File: src/rtl/e3los_pkg.sv
package e3los_pkg;

  // Strobes issued by the control to the counter datapath.
  typedef struct packed {
    logic incZero;
    logic clrZero;
    logic incShort;
    logic clrShort;
    logic incWin;
    logic clrWin;
  } ctrlStrobes_t;

  // Terminal-count flags returned by the datapath.
  typedef struct packed {
    logic zeroLast;
    logic shortLast;
    logic winLast;
  } dpFlags_t;

  typedef enum logic [0:0] {
    ST_SIGNAL = 1'b0,
    ST_LOST   = 1'b1
  } losState_t;

  localparam int NUM_COUNTERS = 3;
  localparam int IDX_ZERO  = 0;
  localparam int IDX_SHORT = 1;
  localparam int IDX_WIN   = 2;

endpackage

File: src/rtl/e3los_counter.sv
module e3los_counter #(
  parameter int LIMIT = 32
) (
  input  logic clk,
  input  logic rst,
  input  logic inc,
  input  logic clr,
  output logic lastStep
);
  localparam int W = (LIMIT > 2) ? $clog2(LIMIT) : 1;
  localparam logic [W-1:0] TOP = W'(LIMIT - 1);

  logic [W-1:0] count;

  // Saturating up-counter; clear has priority over increment.
  always_ff @(posedge clk) begin
    if (rst) begin
      count <= '0;
    end else if (clr) begin
      count <= '0;
    end else if (inc && (count != TOP)) begin
      count <= count + 1'b1;
    end
  end

  // High when the next increment would complete the count.
  assign lastStep = (count == TOP);

endmodule

File: src/rtl/e3los_datapath.sv
module e3los_datapath
  import e3los_pkg::*;
#(
  parameter int DECLARE_ZEROS = 32,
  parameter int CLEAR_RUN     = 4,
  parameter int CLEAR_WINDOW  = 32
) (
  input  logic         clk,
  input  logic         rst,
  input  ctrlStrobes_t strobes,
  output dpFlags_t     flags
);
  logic [NUM_COUNTERS-1:0] incVec;
  logic [NUM_COUNTERS-1:0] clrVec;
  logic [NUM_COUNTERS-1:0] lastVec;

  assign incVec[IDX_ZERO]  = strobes.incZero;
  assign incVec[IDX_SHORT] = strobes.incShort;
  assign incVec[IDX_WIN]   = strobes.incWin;
  assign clrVec[IDX_ZERO]  = strobes.clrZero;
  assign clrVec[IDX_SHORT] = strobes.clrShort;
  assign clrVec[IDX_WIN]   = strobes.clrWin;

  for (genvar i = 0; i < NUM_COUNTERS; i++) begin : g_cnt
    localparam int LIM = (i == IDX_ZERO)  ? DECLARE_ZEROS :
                         (i == IDX_SHORT) ? CLEAR_RUN     : CLEAR_WINDOW;
    e3los_counter #(.LIMIT(LIM)) u_cnt (
      .clk      (clk),
      .rst      (rst),
      .inc      (incVec[i]),
      .clr      (clrVec[i]),
      .lastStep (lastVec[i])
    );
  end

  assign flags.zeroLast  = lastVec[IDX_ZERO];
  assign flags.shortLast = lastVec[IDX_SHORT];
  assign flags.winLast   = lastVec[IDX_WIN];

endmodule

File: src/rtl/e3los_control.sv
module e3los_control
  import e3los_pkg::*;
(
  input  logic         clk,
  input  logic         rst,
  input  logic         bitValid,
  input  logic         rxBit,
  input  dpFlags_t     flags,
  output ctrlStrobes_t strobes,
  output logic         losActive,
  output logic         losToggle
);
  losState_t state, stateNext;
  logic      toggleNext;

  always_comb begin
    strobes    = '0;
    stateNext  = state;
    toggleNext = 1'b0;
    if (bitValid) begin
      unique case (state)
        ST_SIGNAL: begin
          if (rxBit) begin
            strobes.clrZero = 1'b1;
          end else if (flags.zeroLast) begin
            // Declaration: open a fresh clearing window.
            stateNext        = ST_LOST;
            toggleNext       = 1'b1;
            strobes.clrZero  = 1'b1;
            strobes.clrShort = 1'b1;
            strobes.clrWin   = 1'b1;
          end else begin
            strobes.incZero = 1'b1;
          end
        end
        ST_LOST: begin
          if (rxBit) begin
            strobes.clrZero  = 1'b1;
            strobes.clrShort = 1'b1;
          end else begin
            strobes.incZero  = 1'b1;
            strobes.incShort = 1'b1;
          end
          if (!rxBit && flags.shortLast) begin
            // Fourth (or later) zero of a run: window restarts; wins over completion.
            strobes.clrWin = 1'b1;
          end else if (flags.winLast) begin
            stateNext        = ST_SIGNAL;
            toggleNext       = 1'b1;
            strobes.incZero  = 1'b0;
            strobes.clrZero  = 1'b1;
            strobes.clrShort = 1'b1;
            strobes.clrWin   = 1'b1;
          end else begin
            strobes.incWin = 1'b1;
          end
        end
        default: stateNext = ST_SIGNAL;
      endcase
    end
  end

  always_ff @(posedge clk) begin
    if (rst) begin
      state     <= ST_SIGNAL;
      losToggle <= 1'b0;
    end else begin
      state     <= stateNext;
      losToggle <= toggleNext;
    end
  end

  assign losActive = (state == ST_LOST);

endmodule

File: src/rtl/e3los_detector.sv
module e3los_detector
  import e3los_pkg::*;
#(
  parameter int DECLARE_ZEROS = 32,
  parameter int CLEAR_RUN     = 4,
  parameter int CLEAR_WINDOW  = 32
) (
  input  logic clk,
  input  logic rst,
  input  logic bitValid,
  input  logic rxBit,
  output logic losActive,
  output logic losToggle
);
  ctrlStrobes_t strobes;
  dpFlags_t     flags;

  e3los_control u_ctrl (
    .clk       (clk),
    .rst       (rst),
    .bitValid  (bitValid),
    .rxBit     (rxBit),
    .flags     (flags),
    .strobes   (strobes),
    .losActive (losActive),
    .losToggle (losToggle)
  );

  e3los_datapath #(
    .DECLARE_ZEROS (DECLARE_ZEROS),
    .CLEAR_RUN     (CLEAR_RUN),
    .CLEAR_WINDOW  (CLEAR_WINDOW)
  ) u_dp (
    .clk     (clk),
    .rst     (rst),
    .strobes (strobes),
    .flags   (flags)
  );

endmodule

File: config.mk
export PLATFORM = sky130hd
export DESIGN_NAME = e3los_detector
export DESIGN_NICKNAME = d
export VERILOG_FILES = /design/src/rtl/e3los_pkg.sv /design/src/rtl/e3los_counter.sv /design/src/rtl/e3los_datapath.sv /design/src/rtl/e3los_control.sv /design/src/rtl/e3los_detector.sv
export SDC_FILE = /design/constraint.sdc
export NUM_CORES = 1
export LEC_CHECK = 0
export BUFFER_PORTS_ARGS = -buffer_cell sky130_fd_sc_hd__buf_2
export CAP_MARGIN = 25
export CORE_MARGIN = 2
export CORE_UTILIZATION = 33
export CTS_BUF_LIST = sky130_fd_sc_hd__clkbuf_16
export DETAILED_ROUTE_END_ITERATION = 6
export PLACE_DENSITY = 0.59
export SETUP_SLACK_MARGIN = 0.15
export SYNTH_ARGS = -nofsm -noshare
export SYNTH_HDL_FRONTEND = slang
export SYNTH_HIERARCHICAL = 1
export SYNTH_SLANG_ARGS = --single-unit
File: constraint.sdc
create_clock -name clk -period 6.1 [get_ports clk]
set_input_delay 0.915 -clock clk [delete_from_list [all_inputs] [get_ports clk]]
set_output_delay 0.915 -clock clk [all_outputs]
set_load 0.01 [all_outputs]
# --- Word level (Yosys, flattened, before mapping) ---
# Index checks and enable logic that the tools add are counted.
word_totals:
  out_inout_bits: 2
  reg_bits: 14
  input_bits: 4
classes:
  muxes: 24
  bitwise: 2
  n_eq_ne: 6
  add_sub_neg: 3
  reduce_logical: 9
op_table:
  columns: ["operator", "n"]
  rows:
  - ["2-to-1 mux 1 bit", 15]
  - ["adder 5 x 1 -> 5 bit (second input constant)", 2]
  - ["equality test 5 bit (second input constant)", 2]
  - ["inequality test 5 bit (second input constant)", 2]
  - ["case mux 1 bit (2 select lines)", 4]
  - ["OR reduction 2 bit", 4]
  - ["2-to-1 mux 2 bit", 3]
  - ["2-to-1 mux 6 bit", 1]
  - ["logical AND 1 bit", 4]
  - ["case mux 2 bit (2 select lines)", 1]
  - ["adder 2 x 1 -> 2 bit (second input constant)", 1]
  - ["equality test 2 bit (second input constant)", 1]
  - ["inequality test 2 bit (second input constant)", 1]
  - ["inverter 1 bit", 2]
  - ["zero test 1 bit", 1]

# --- Depth between registers and ports, before layout ---
depth:
  word_depth: 6
  mapped_depth: 9
  depth_no_buf: 9

# --- Cells and area by module ---
# The synthesis kept the hierarchy.
modules_own_cells:
  columns: ["module", "cells_per_inst", "area_per_inst_um2", "n_inst"]
  rows:
  - ["e3los_counter (u_dp.g_cnt[0].u_cnt ...)", 26, 239.0, 2]
  - ["e3los_control", 22, 188.9, 1]
  - ["e3los_counter (u_dp.g_cnt[1].u_cnt)", 8, 105.1, 1]

# --- Worst setup path before layout ---
# OpenSTA, ideal clock, no wires.
synth_timing:
  path_type: "register to register"
  start: "register u_dp.g_cnt[2].u_cnt.count[0]"
  end: "register u_dp.g_cnt[0].u_cnt.count[3]"
  path_stages_with_launch: 10
  arrival_time_ns: 2.125
  path_slack_ns: 3.905
  t_required_ns: 6.030
  setup_time_ns: 0.070
  path_cell_list: "dfxtp_1 > ha_1 > and3_1 > ha_1 > nor2b_4 > mux2_4 > nor3b_2 > nand2b_4 > or3_1 > a21oi_1"
synth_rtl:
  columns: ["element", "line", "text"]
  rows:
  - ["start: declaration", "e3los_counter.sv:13", "logic [W-1:0] count;"]
  - ["start signal: assignment", "e3los_counter.sv:22", "count <= count + 1'b1;"]
  - ["end signal: assignment", "e3los_counter.sv:22", null]
  - ["end: declaration", "e3los_counter.sv:13", null]

==> metrics.yaml <==
outcome:
  status: "completed"
drt:
  drt-pass1-iter-count: 4
  wl_um: 1250
  avgRoutedWirePerCell_um: 10.5
  drt-initial-drc-count: 5
  drc: 0
  vias: 562
  antenna_left: 0
  vias_per_cell: 4.72
power_and_ir_drop:
  net-switching-power_uw: 40.9
  power_frac_clock_pct: 54.8
  combPwrFrac_pct: 3.6
  cellPowerDensity_mw_per_mm2: 245
  ir_drop_mv: 0.167
  p_leak_uw: 0.000354
  power_uw: 223
  internal_power_uw: 182
  sequentialPowerShare_pct: 41.6
  swShare_pct: 18.4
layout:
  regArea_um2: 280
  diodes: 0
  num-fill-cells: 222
  fin_nets: 101
  area_delta_synth_final_pct: 18.0
  post-route-util_pct: 41.2
  layout-drive-gt1-share_pct: 24.2
  multi_input_area_um2: 492
clock_tree:
  insertion_delay_ns: 0.24
  clock-root-buffer: "clkbuf_16"
  postCtsHoldBufs: 0
  h-tree-depth: 1
  post_cts_buffers: 0
  clkTransAtPathRegs_ns: 0.05
  cts_buffers: 3
  cts_resized: 0
  cts_buffer_depth: 2
  numClockSinks: 14
  cts_tree: "done"
min_path:
  min_path_type: "reg -> reg"
critical_path:
  arrival_ns: 2.51
  endpoint_kind: "flop"
  crit_required_ns: 6.27
  crit_buf_inv: 0
  worstSetupStartpointType: "flop"
  cp_slowest_stage_delay_ns: 0.34
  worstSetupPathType: "reg -> reg"
  cp_top_family: "simple AND/OR/NAND/NOR gates"
  cp_cell_sequence: "ha_1, and3_1, ha_1, nor2b_4, mux2_4, nor3b_2, nand2b_4, or3_1, a21oi_1"
  slowest_stage: "or3_1"
  cp_max_fo: 8
  cp_common_cell: "ha_1"
timing:
  finalSetupViolCount: 0
  max_clock_freq_mhz: 427
  setup_tns_ns: 0
  rsz0062_at_grt: "false"
  post-route-period-util_pct: 38.4
  whs_ns: 0.469
  finalHoldViolations: 0
  worstMarginPinSlew_ns: 0.471
  min_period_ns: 2.34
  drv_slew: 0
  skew_ns: 0.00570
  relSlewSlack_pct: 68.3
grt:
  grt_pass1_wl_um: 2190
  grt_overflow_total: 0
  grt_usage_pct: 11.0
  antenna_found_initial: 0
  grt_pass1_vias: 519
  grt_max_degree: 9
floorplan:
  start_util_pct: 34.9
  core-area_mm2: 0.00221
  dieArea_mm2: 0.00274
  rows: 17
  fp.dieW_um: 52.4
  io_pins: 6
  die_y_um: 52.4
flow_run:
  cap_violations: 0
place:
  hpwl_um: 984
  place.gp.congestion: 0.740
  portBuffers: 5
logic_synthesis:
  ys_types: 25
  yosysTopAreaCell: "dfxtp_1"
  synth_nets: 91
  synth_area_per_cell_um2: 9.41
  synth_area_um2: 772
  synth_commonest_cells: "14 x dfxtp_1, 12 x nand2_1, 7 x a21oi_1"
  async_flop_share_pct: 0
  synth_flop_cell: "dfxtp_1"
  yosysTopAreaCellShare_pct: 36.3
  synth-seq-cells: 14
  yosysWarnings: 6
  synth_most_common_cell: "dfxtp_1"
  yosys-top-cells-area: "dfxtp_1 36%, ha_1 8.1%, nand2_1 5.8%"
  synth_edf_count: 0
  yosysSeqAreaShare_pct: 36.3
  synthCells: 82
worst min-delay path, delay by kind of cell, from the launching register on:
| family | cells | cell delay (ns) |
|---|---|---|
| AOI/OAI and AO/OA | 1 | 0.05 |
| DFF | 1 | 0.31 |
| and+or+nand+nor | 1 | 0.06 |
placed cells by master (no fill, tap or decap), drive strengths merged:
| cell | count |
|---|---|
| a21oi | 7 |
| and2b | 2 |
| and3 | 2 |
| and3b | 1 |
| buf | 5 |
| clkbuf | 3 |
| clkinv | 1 |
| dfxtp | 14 |
| ha | 5 |
| mux2 | 1 |
| mux2i | 1 |
| nand2 | 12 |
| nand2b | 2 |
| nand3 | 2 |
| nand3b | 2 |
| nor2 | 6 |
| nor2b | 3 |
| nor3 | 3 |
| nor3b | 2 |
| o21a | 3 |
| o21ai | 4 |
| o21bai | 1 |
| or2 | 2 |
| or3 | 2 |
| xnor2 | 3 |
| xor2 | 2 |
power by group through the flow:
stage | logic [uW] | registers [uW] | clock network [uW]
detailed placement | 8.13 | 94.5 | 0
global route | 8.98 | 92.7 | 129
floorplan | 4.52 | 94.4 | 0
global placement | 7.91 | 94.5 | 0
CTS | 8.17 | 92.7 | 124
finish | 7.97 | 92.7 | 122
per-stage QoR:
stage / cell area [um^2] / instances / setup WS, ns
floorplan: 772 / 82 / 3.90
global placement: 832 / 115 / 3.77
detailed placement: 832 / 115 / 3.77
CTS: 911 / 119 / 3.76
global route: 911 / 119 / 3.66
finish: 911 / 119 / 3.76
kinds of logic after synthesis:
kind of cell             share of synthesized area, %
AO/OA/AOI/OAI                                    11.0
XOR/XNOR                                         5.67
adder cells (fa/ha/maj)                          8.10
flip-flops                                       36.3
multiplexers                                     3.24
AND/OR/NAND/NOR                                  35.7
layer usage:
metal  share of wire (%)  GRT usage [%]  wire length, um  vias up
met2                  44           16.5              549        6
li1                    -              -                -      302
met3                 3.3           2.86               41        2
met5                   0              0                0        -
met1                  51           14.0              644      252
met4                 1.3           6.41               16        0
state kept, by name, summed over array words and instances (netlist names):
signal / cells
u_ctrl/losActive: 1
u_ctrl/losToggle: 1
u_dp/g_cnt.u_cnt/count: 12
worst paths after layout:
| kind | startpoint | end | slack (ns) | depth (start not counted) |
|---|---|---|---|---|
| worst max-delay path | u_dp/g_cnt[2].u_cnt/count[0] | u_dp/g_cnt[0].u_cnt/count[3] | 3.76 | 9 |
| worst min-delay path | u_dp/g_cnt[0].u_cnt/count[4] | u_dp/g_cnt[0].u_cnt/count[4] | 0.47 | 2 |
| worst max register to register | u_dp/g_cnt[2].u_cnt/count[0] | u_dp/g_cnt[0].u_cnt/count[3] | 3.76 | 9 |
| worst min register to register | u_dp/g_cnt[0].u_cnt/count[4] | u_dp/g_cnt[0].u_cnt/count[4] | 0.47 | 2 |
final cells by class:
class,instances,share of cell area [%]
tap,28,3.85
sequential,14,30.8
clock inverter,1,0.412
timing repair buffer,5,2.75
clock buffer,3,8.24
multi-input combinational,68,54.0
Note: power is estimated with default switching activity, not from simulation.
